File: src/rtl/gauss_sum_chan.sv
module gauss_sum_chan #(
  parameter int SMP_W     = 10,
  parameter int FRAC      = 6,
  parameter int GAIN_W    = 8,
  parameter int GAIN_FRAC = 6,
  parameter int SIG_W     = 12,
  parameter int SIG_FRAC  = 7,
  parameter int ACC_W     = 40,
  parameter int CNT_W     = 24
) (
  input  logic                     clk,
  input  logic                     rst_n,
  input  logic [3:0]               smp_vld,
  input  logic signed [SMP_W-1:0]  smp0,
  input  logic signed [SMP_W-1:0]  smp1,
  input  logic signed [SMP_W-1:0]  smp2,
  input  logic signed [SMP_W-1:0]  smp3,
  input  logic [GAIN_W-1:0]        gain_in,
  input  logic                     gain_load,
  input  logic signed [SIG_W-1:0]  sig_in,
  input  logic                     sig_vld,
  input  logic                     acc_en,
  output logic signed [SMP_W+1:0]  noise_out,
  output logic                     noise_vld,
  output logic signed [SIG_W-1:0]  chan_out,
  output logic                     chan_vld,
  output logic signed [ACC_W-1:0]  acc_sum,
  output logic [ACC_W-1:0]         acc_sq,
  output logic [CNT_W-1:0]         acc_cnt
);
  localparam int NZ_W = SMP_W + 2;
  localparam int PW   = NZ_W + GAIN_W + 2;
  localparam int SH   = FRAC + 1 + GAIN_FRAC - SIG_FRAC;
  localparam logic signed [NZ_W-1:0] BIAS = NZ_W'(2);
  localparam logic signed [PW-1:0]   HALF = PW'(1 << (SH - 1));
  localparam logic signed [PW-1:0]   SMAX = PW'((1 << (SIG_W - 1)) - 1);
  localparam logic signed [PW-1:0]   SMIN = ~SMAX;

  logic [GAIN_W-1:0] gain_q;
  logic all_vld, chan_go;
  logic signed [NZ_W-1:0]   noise_d;
  logic signed [PW-1:0]     prod, rnd, csum;
  logic signed [SIG_W-1:0]  chan_d;
  logic signed [2*NZ_W-1:0] sq;

  assign all_vld = &smp_vld;
  assign chan_go = all_vld & sig_vld;

  assign noise_d = NZ_W'(smp0) + NZ_W'(smp1) + NZ_W'(smp2) + NZ_W'(smp3) + BIAS;

  assign prod = PW'(noise_d) * $signed({{(PW-GAIN_W){1'b0}}, gain_q});
  assign rnd  = (prod + HALF) >>> SH;
  assign csum = PW'(sig_in) + rnd;
  assign chan_d = (csum > SMAX) ? SMAX[SIG_W-1:0] :
                  (csum < SMIN) ? SMIN[SIG_W-1:0] : csum[SIG_W-1:0];
  assign sq = noise_d * noise_d;

  always_ff @(posedge clk) begin
    if (!rst_n) begin
      gain_q    <= GAIN_W'(1 << GAIN_FRAC);
      noise_out <= '0;
      noise_vld <= 1'b0;
      chan_out  <= '0;
      chan_vld  <= 1'b0;
      acc_sum   <= '0;
      acc_sq    <= '0;
      acc_cnt   <= '0;
    end else begin
      if (gain_load) gain_q <= gain_in;
      noise_vld <= all_vld;
      chan_vld  <= chan_go;
      if (all_vld) noise_out <= noise_d;
      if (chan_go) chan_out <= chan_d;
      if (!acc_en) begin
        acc_sum <= '0;
        acc_sq  <= '0;
        acc_cnt <= '0;
      end else if (all_vld) begin
        acc_sum <= acc_sum + ACC_W'(noise_d);
        acc_sq  <= acc_sq + ACC_W'($unsigned(sq));
        acc_cnt <= acc_cnt + 1'b1;
      end
    end
  end

  p_valid_r2: assert property (@(posedge clk) disable iff (!rst_n)
    all_vld |=> noise_vld);
  p_chan_sub_r7: assert property (@(posedge clk) disable iff (!rst_n)
    chan_vld |-> noise_vld);
  p_hold_r9: assert property (@(posedge clk) disable iff (!rst_n)
    !all_vld |=> $stable(noise_out));
  p_gain_r4: assert property (@(posedge clk) disable iff (!rst_n)
    !gain_load |=> $stable(gain_q));
  p_clear_r8: assert property (@(posedge clk) disable iff (!rst_n)
    !acc_en |=> (acc_cnt == '0 && acc_sum == '0 && acc_sq == '0));
endmodule

File: config.mk
export PLATFORM = sky130hd
export DESIGN_NAME = gauss_sum_chan
export DESIGN_NICKNAME = d
export VERILOG_FILES = /design/src/rtl/gauss_sum_chan.sv
export SDC_FILE = /design/constraint.sdc
export NUM_CORES = 1
export LEC_CHECK = 0
export ABC_AREA = 1
export BUFFER_PORTS_ARGS = -buffer_cell sky130_fd_sc_hd__buf_2
export CAP_MARGIN = 25
export CORE_AREA = 3 3 194 196
export CTS_CLUSTER_DIAMETER = 200
export CTS_CLUSTER_SIZE = 24
export DETAILED_ROUTE_END_ITERATION = 10
export DIE_AREA = 0 0 197 199
export PLACE_DENSITY_LB_ADDON = 0.12
export SYNTH_ARGS = -nofsm -noshare
export SYNTH_HDL_FRONTEND = slang
export SYNTH_SLANG_ARGS = --single-unit
File: constraint.sdc
create_clock -name clk -period 7.7 [get_ports clk]
set_input_delay 0 -clock clk [delete_from_list [all_inputs] [get_ports clk]]
set_output_delay 0 -clock clk [all_outputs]
set_load 0.05 [all_outputs]
==> flow_summary.rst, run 1 <==
.. list-table::
   :header-rows: 1

   * - Metric
     - Value
   * - Run status
     - complete, but fails checks
   * - Worst setup slack after layout
     - -0.08052 ns
   * - Port Buffers
     - roughly 200
   * - Post-synthesis sequential element count
     - 138
   * - Chip height
     - 199 um
   * - Signal arrival time at the worst endpoint
     - between 8 and 9 ns
   * - Cell type of the slowest stage on the worst timing path
     - sky130_fd_sc_hd__fa_2
   * - Routed wirelength normalized by instance count
     - 16.40 um
   * - Worst hold path class
     - in2reg
   * - Total number of clock tree sinks
     - 138
   * - Global-route wire length before repair
     - around 100 mm
   * - Number of synthesis warnings
     - 0
   * - Total buffers and inverters traversed by the critical path
     - 9
   * - Net count of the mapped netlist
     - roughly 3300
   * - Effective utilization at floorplan
     - ~55%
   * - Post-synth top area cell
     - sky130_fd_sc_hd__fa_1
   * - WHS Path Cells
     - 3
   * - Average footprint of a synthesized cell
     - roughly 7 um2
   * - Residual DRC count
     - 0
   * - Antenna diode count
     - 0
   * - Fmax achieved
     - roughly 0.13 GHz
   * - Max-cap violation count
     - 0
   * - GP Congestion
     - just over 0.9
   * - TritonRoute pass-1 iters
     - 6
   * - Via count of the first global-routing pass
     - approximately 21000
   * - Detailed Place HPWL
     - approximately 48 mm
   * - Area of the die
     - around 0.039 mm2
   * - Post-route minimum period
     - 7.781 ns
   * - CTS tree
     - done
   * - Clock slew at the register clock pins of the worst setup and hold paths
     - approximately 0.060 ns
   * - Distinct cells, synth
     - 56
   * - Cell depth of the worst setup path
     - 41
   * - Maximum fanout count along the critical path
     - 8
   * - Critical path startpoint category
     - input pin
   * - Num rows
     - 70
   * - Finish-stage setup viols
     - 14
   * - Later-pin clock latency in the skew report
     - 0.47 ns
   * - Required time at the worst-slack endpoint
     - around 8 ns
   * - Gr usage total
     - a little under a third
   * - Worst Max-Slew Pin Slew
     - 0.7270 ns
   * - Synth async-reset ratio
     - 0%
   * - Final worst path period share
     - 101.0%
   * - Via count of the routed design
     - just over 20000
   * - Largest net degree at the start of global routing
     - 98
   * - Critical path capture point type
     - flop
   * - Worst-case hold slack
     - around 0.053 ns
   * - Layout net count
     - between 3000 and 4000
   * - Remaining number of nets flagged by the antenna check after routing
     - 0
   * - Category of cells accounting for the largest share of critical-path delay
     - adder cells
   * - Leftover overflow at the end of global routing
     - 0
   * - Number of enable flip-flop cells after synthesis
     - 0
   * - Post-synthesis to final-layout area growth
     - 35.24%
   * - Violation count after the first detailed-route iteration
     - roughly 1100
   * - RSZ-0062 raised after global routing
     - yes
   * - Most frequent cells after synthesis
     - sky130_fd_sc_hd__inv_1, sky130_fd_sc_hd__nand2_1, sky130_fd_sc_hd__nor2_1, sky130_fd_sc_hd__fa_1, sky130_fd_sc_hd__ha_1
   * - Post-synthesis sequential area ratio
     - between 10 and 15%
   * - Max-slew headroom at the worst pin
     - 51.53%
   * - Area fraction of the dominant cell type after synthesis
     - between 20% and 30%
   * - Slew Limit Fails
     - 0
   * - Initial antenna violation count
     - 0
   * - Netlist Area Pre-Place
     - roughly 0.02 mm2
   * - CTS H-Tree Depth
     - 4
   * - Root buffer cell
     - sky130_fd_sc_hd__clkbuf_16
   * - Core ar.
     - 0.03626 mm2
   * - Post-DR vias/cell
     - approximately 5.3
   * - Final-layout fill cell count
     - about 2800
   * - Slowest stage delay, CP
     - 0.64 ns
   * - Wirelength, routed
     - approximately 63 mm
   * - Violations in the final reports
     - setup timing
   * - Cells taking the most area after synthesis
     - sky130_fd_sc_hd__fa_1, sky130_fd_sc_hd__dfxtp_1, sky130_fd_sc_hd__ha_1
   * - Library cell with the highest instance count after synthesis
     - sky130_fd_sc_hd__inv_1
   * - Commonest register cell after synthesis
     - sky130_fd_sc_hd__dfxtp_1
   * - TritonCTS buffer count
     - 17
   * - Worst reg-to-reg path cell count
     - 31
   * - Maximum root-to-sink buffer count
     - 2
   * - Worst setup path class
     - in2reg
   * - Width of the die
     - slightly below 200 um
   * - Share of cells above drive strength 1
     - about 30%
   * - Total count of hold-check failures in the final report
     - 0
   * - Total I/O pin count
     - between 150 and 200
   * - Setup skew after layout
     - about 0.022 ns
   * - Mapped Cells
     - around 2800
tightest hold or removal path, cell delays in order:
cell	delay, ns
sky130_fd_sc_hd__buf_2	0.12
sky130_fd_sc_hd__inv_1	0.16
sky130_fd_sc_hd__a21oi_1	0.19
layout by cell type (no fill, tap or decap), drive strengths merged, types with 3 or more instances in the layout:
cell / n
a21boi: 7
a21o: 8
a21oi: 193
a31oi: 11
buf: 570
clkbuf: 19
clkinv: 4
dfxtp: 138
dlygate4sd3: 18
fa: 227
ha: 197
inv: 587
nand2: 518
nand3: 112
nand3b: 4
nand4: 25
nor2: 407
nor3: 28
nor4: 12
o211ai: 18
o21a: 8
o21ai: 157
o21bai: 13
o31ai: 3
or2: 7
xnor2: 34
xor2: 60
final timing paths:
| kind | start | endpoint | slack [ns] |
|---|---|---|---|
| worst min-delay path | gain_load | gain_q[7]$_SDFFE_PN0P_ | 0.05 |
| worst max-delay path | smp0[2] | acc_sq[37]$_SDFFE_PN0P_ | -0.08 |
| worst max register to register | gain_q[4]$_SDFFE_PN0P_ | chan_out[0]$_SDFFE_PN0P_ | 1.12 |
| worst min register to register | chan_out[11]$_SDFFE_PN0P_ | chan_out[11]$_SDFFE_PN0P_ | 0.46 |
flip-flops by register name, summed over array words and instances (netlist names):
name / cells
acc_sq: 40
acc_sum: 40
acc_cnt: 24
chan_out: 12
noise_out: 12
gain_q: 8
chan_vld: 1
noise_vld: 1
routing by layer:
| layer | wire [um] | up-vias | GRT usage, % |
|---|---|---|---|
| li1 | - | 9949 | - |
| met1 | 24900 | 9886 | 36.76 |
| met2 | 32470 | 625 | 56.48 |
| met3 | 3212 | 210 | 3.980 |
| met4 | 2804 | 0 | 9.398 |
| met5 | 0 | - | 0 |
cells by family after synthesis:
kind of cell / after synthesis / share of synthesized area (%)
flops: 138 / 13.74
simple gates: 1117 / 23.11
compound gates: 425 / 11.95
fa+ha+maj: 424 / 34.86
buf+inv: 635 / 12.11
xor+xnor: 94 / 4.226
area by class of cell:
type | count | area [um2] | share of cell area [%]
timing repair buffer | 589 | 4219 | 15.52
inverter | 579 | 2196 | 8.076
sequential | 138 | 2763 | 10.16
tap | 468 | 585.6 | 2.154
multi-input combinational | 2060 | 16850 | 61.97
clock inverter | 14 | 148.9 | 0.5476
clock buffer | 18 | 429.2 | 1.578
metrics by stage:
stage / cells / util (%) / setup TNS [ns] / setup slack (ns) / cell area [um2]
2_1_floorplan: 2833 / - / -0.05326 / -0.01398 / 20160
3_3_place_gp: 3756 / 65.87 / -20.06 / -0.6628 / 23890
3_5_place_dp: 3756 / 65.87 / -24.64 / -0.7390 / 23890
4_1_cts: 3818 / 69.25 / -0.003069 / -0.002641 / 25110
5_1_grt: 3866 / 74.99 / -10.77 / -0.3821 / 27190
6_report: 3866 / 74.99 / -0.5368 / -0.08052 / 27190
timing repair:
action | CTS | global route
endpoints found under the setup margin | 37 | 38
pin swaps | 42 | 138
hold endpoints to repair | 11 | 0
setup buffers | 12 | 49
resized for setup | 94 | 377
gates cloned | 0 | 1
hold buffers | 18 | 0
Power of run 1 is not shown: default switching activity piles up to over one toggle a cycle in this logic, so the estimate is an artifact.
==> run 2: changes to the inputs <==
--- a/config.mk
+++ b/config.mk
@@ -8,5 +8,5 @@
 export ABC_AREA = 1
 export BUFFER_PORTS_ARGS = -buffer_cell sky130_fd_sc_hd__buf_2
-export CAP_MARGIN = 25
+export CAP_MARGIN = 20
 export CORE_AREA = 3 3 194 196
 export CTS_CLUSTER_DIAMETER = 200
@@ -15,4 +15,5 @@
 export DIE_AREA = 0 0 197 199
 export PLACE_DENSITY_LB_ADDON = 0.12
+export RECOVER_POWER = 100
 export SYNTH_ARGS = -nofsm -noshare
 export SYNTH_HDL_FRONTEND = slang
==> constraint.sdc (replaced) <==
create_clock -name clk -period 7.7 [get_ports clk]
set_input_delay 0.385 -clock clk [delete_from_list [all_inputs] [get_ports clk]]
set_output_delay 0.385 -clock clk [all_outputs]
set_load 0.05 [all_outputs]
==> flow_summary.rst, run 2 (same netlist as run 1, synthesis figures left out) <==
.. list-table::
   :header-rows: 1

   * - Metric
     - Value
   * - DR WL met3
     - 2.902 mm (was 3.212 mm)
   * - Finish-stage setup viols
     - 36 (was 14)
   * - Width of the die
     - 197 um (unchanged)
   * - Num rows
     - 70 (unchanged)
   * - Detailed Place HPWL
     - 48.09 mm (was 47.81 mm)
   * - TritonRoute pass-1 iters
     - 5 (was 6)
   * - Sequential cell area
     - 0.002763 mm2 (unchanged)
   * - Most common cell after layout, fill and taps aside
     - sky130_fd_sc_hd__inv_1 (unchanged)
   * - Later-pin clock latency in the skew report
     - 0.45 ns (was 0.47 ns)
   * - Critical path capture point type
     - flop (unchanged)
   * - CTS tree
     - done (unchanged)
   * - Required time at the worst-slack endpoint
     - 8.04 ns (was 8.05 ns)
   * - Slowest stage delay, CP
     - 0.58 ns (was 0.64 ns)
   * - Met2 Routed Length
     - 29.76 mm (was 32.47 mm)
   * - Share of cells above drive strength 1
     - 27.21% (was 29.87%)
   * - TritonCTS buffer count
     - 17 (unchanged)
   * - Cell type of the slowest stage on the worst timing path
     - sky130_fd_sc_hd__fa_1 (was sky130_fd_sc_hd__fa_2)
   * - Category of cells accounting for the largest share of critical-path delay
     - adder cells (unchanged)
   * - Count of hold-fix buffers inserted at cts
     - 0 (was 18)
   * - Commonest cells after routing, fill and taps aside
     - sky130_fd_sc_hd__inv_1, sky130_fd_sc_hd__nand2_1, sky130_fd_sc_hd__nor2_1, sky130_fd_sc_hd__buf_4, sky130_fd_sc_hd__fa_1 (unchanged)
   * - Worst setup slack after layout
     - -0.2714 ns (was -0.08052 ns)
   * - Root buffer cell
     - sky130_fd_sc_hd__clkbuf_16 (unchanged)
   * - Total buffers and inverters traversed by the critical path
     - 6 (was 9)
   * - Post-route minimum period
     - 7.971 ns (was 7.781 ns)
   * - Global-route wire length before repair
     - 98.09 mm (was 97.15 mm)
   * - Routed length on met1
     - 25.75 mm (was 24.90 mm)
   * - Final worst path period share
     - 103.5% (was 101.0%)
   * - Final-layout fill cell count
     - 2877 (was 2808)
   * - Slew Limit Fails
     - 64 (was 0)
   * - Core ar.
     - 0.03626 mm2 (unchanged)
   * - Maximum fanout count along the critical path
     - 8 (unchanged)
   * - Run status
     - complete, but fails checks (unchanged)
   * - Via count of the routed design
     - 20290 (was 20670)
   * - Gr usage total
     - 30.67% (was 30.44%)
   * - CTS H-Tree Depth
     - 4 (unchanged)
   * - Clock slew at the register clock pins of the worst setup and hold paths
     - 0.07 ns (was 0.06 ns)
   * - Maximum root-to-sink buffer count
     - 2 (unchanged)
   * - Leftover overflow at the end of global routing
     - 0 (unchanged)
   * - Total count of hold-check failures in the final report
     - 0 (unchanged)
   * - Residual DRC count
     - 0 (unchanged)
   * - Routed wirelength normalized by instance count
     - 15.74 um (was 16.40 um)
   * - Worst setup path class
     - in2reg (unchanged)
   * - Fmax achieved
     - 0.1254 GHz (was 0.1285 GHz)
   * - Effective utilization at floorplan
     - 55.45% (unchanged)
   * - Worst Max-Slew Pin Slew
     - 1.909 ns (was 0.7270 ns)
   * - Antenna diode count
     - 0 (unchanged)
   * - Biggest regs
     - acc_sq (40), acc_sum (40), acc_cnt (24) (unchanged)
   * - Most frequent CP cell
     - sky130_fd_sc_hd__fa_1
   * - Signal arrival time at the worst endpoint
     - 8.31 ns (was 8.13 ns)
   * - Remaining number of nets flagged by the antenna check after routing
     - 0 (unchanged)
   * - Total number of clock tree sinks
     - 138 (unchanged)
   * - Post-DR vias/cell
     - 5.295 (was 5.347)
   * - Placement-stage worst setup slack
     - -1.029 ns (was -0.7390 ns)
   * - Max-slew headroom at the worst pin
     - -27.24% (was 51.53%)
   * - Total I/O pin count
     - 199 (unchanged)
   * - Chip height
     - 199 um (unchanged)
   * - Worst hold path class
     - in2reg (unchanged)
   * - Area occupied by multi-input gates
     - 0.01679 mm2 (was 0.01685 mm2)
   * - Wirelength, routed
     - 60.31 mm (was 63.40 mm)
   * - Layout net count
     - 3843 (was 3878)
   * - Setup skew after layout
     - 0.01365 ns (was 0.02244 ns)
   * - Uppermost layer routed
     - met4 (unchanged)
   * - Area of the die
     - 0.03920 mm2 (unchanged)
   * - GP Congestion
     - 0.9733 (was 0.9247)
   * - Port Buffers
     - 198 (unchanged)
   * - Largest net degree at the start of global routing
     - 90 (was 98)
   * - Initial antenna violation count
     - 0 (unchanged)
   * - Post-synthesis to final-layout area growth
     - 32.88% (was 35.24%)
   * - Max-cap violation count
     - 2 (was 0)
   * - Via count of the first global-routing pass
     - 20280 (was 20500)
   * - Critical path startpoint category
     - input pin (unchanged)
   * - RSZ-0062 raised after global routing
     - yes (unchanged)
   * - Violation count after the first detailed-route iteration
     - 1123 (was 1105)
   * - Violations in the final reports
     - capacitance limit, slew limit, setup timing (was setup timing)
[run 2: timing repair]
item / 4_1_cts / 5_1_grt
resized for setup: 143 / 184
gates cloned: 2 / 1
setup endpoints to repair: 37 / 42
pin swaps: 97 / 124
setup buffers: 24 / 24
[run 2: final timing paths]
kind,from,endpoint,slack (ns),cells after the start
worst max-delay path,smp2[0],acc_sq[25]$_SDFFE_PN0P_,-0.27,39
worst min register to register,chan_out[11]$_SDFFE_PN0P_,chan_out[11]$_SDFFE_PN0P_,0.47,2
worst min-delay path,gain_in[1],gain_q[1]$_SDFFE_PN0P_,0.17,3
worst max register to register,gain_q[3]$_SDFFE_PN0P_,chan_out[1]$_SDFFE_PN0P_,1.23,28
[run 2: worst min-delay path, delay by kind of cell]
family | cells | cell delay, ns
buf+inv | 1 | 0.08
simple gates | 2 | 0.12
[run 2: routing by layer]
metal | vias up | GRT usage [%]
met1 | 9732 | 38.78
met5 | - | 0
li1 | 9900 | -
met2 | 526 | 55.14
met4 | 0 | 9.504
met3 | 127 | 3.591
[run 2: final cells by class]
| cell class | count | share of cell area (%) |
|---|---|---|
| Clock buffer | 17 | 1.592 |
| Tap cell | 468 | 2.192 |
| Sequential cell | 138 | 10.34 |
| Clock inverter | 15 | 0.8149 |
| Timing Repair Buffer | 552 | 13.92 |
| Multi-Input combinational cell | 2062 | 62.86 |
| Inverter | 579 | 8.275 |
[run 2: per-stage QoR]
stage	TNS, ns	cells	hold slack (ns)	utilization [%]	cell area, um2
finish	-6.232	3831	0.1673	73.68	26720
global route	-21.19	3831	0.1852	73.68	26720
CTS	-4.592	3807	0.1504	70.94	25720
detailed placement	-31.23	3750	0.4651	66.94	24270
global placement	-26.89	3750	0.4375	66.94	24270
floorplan	-2.916	2833	0.4604	-	20630
Power of run 2 is left out for the same reason.
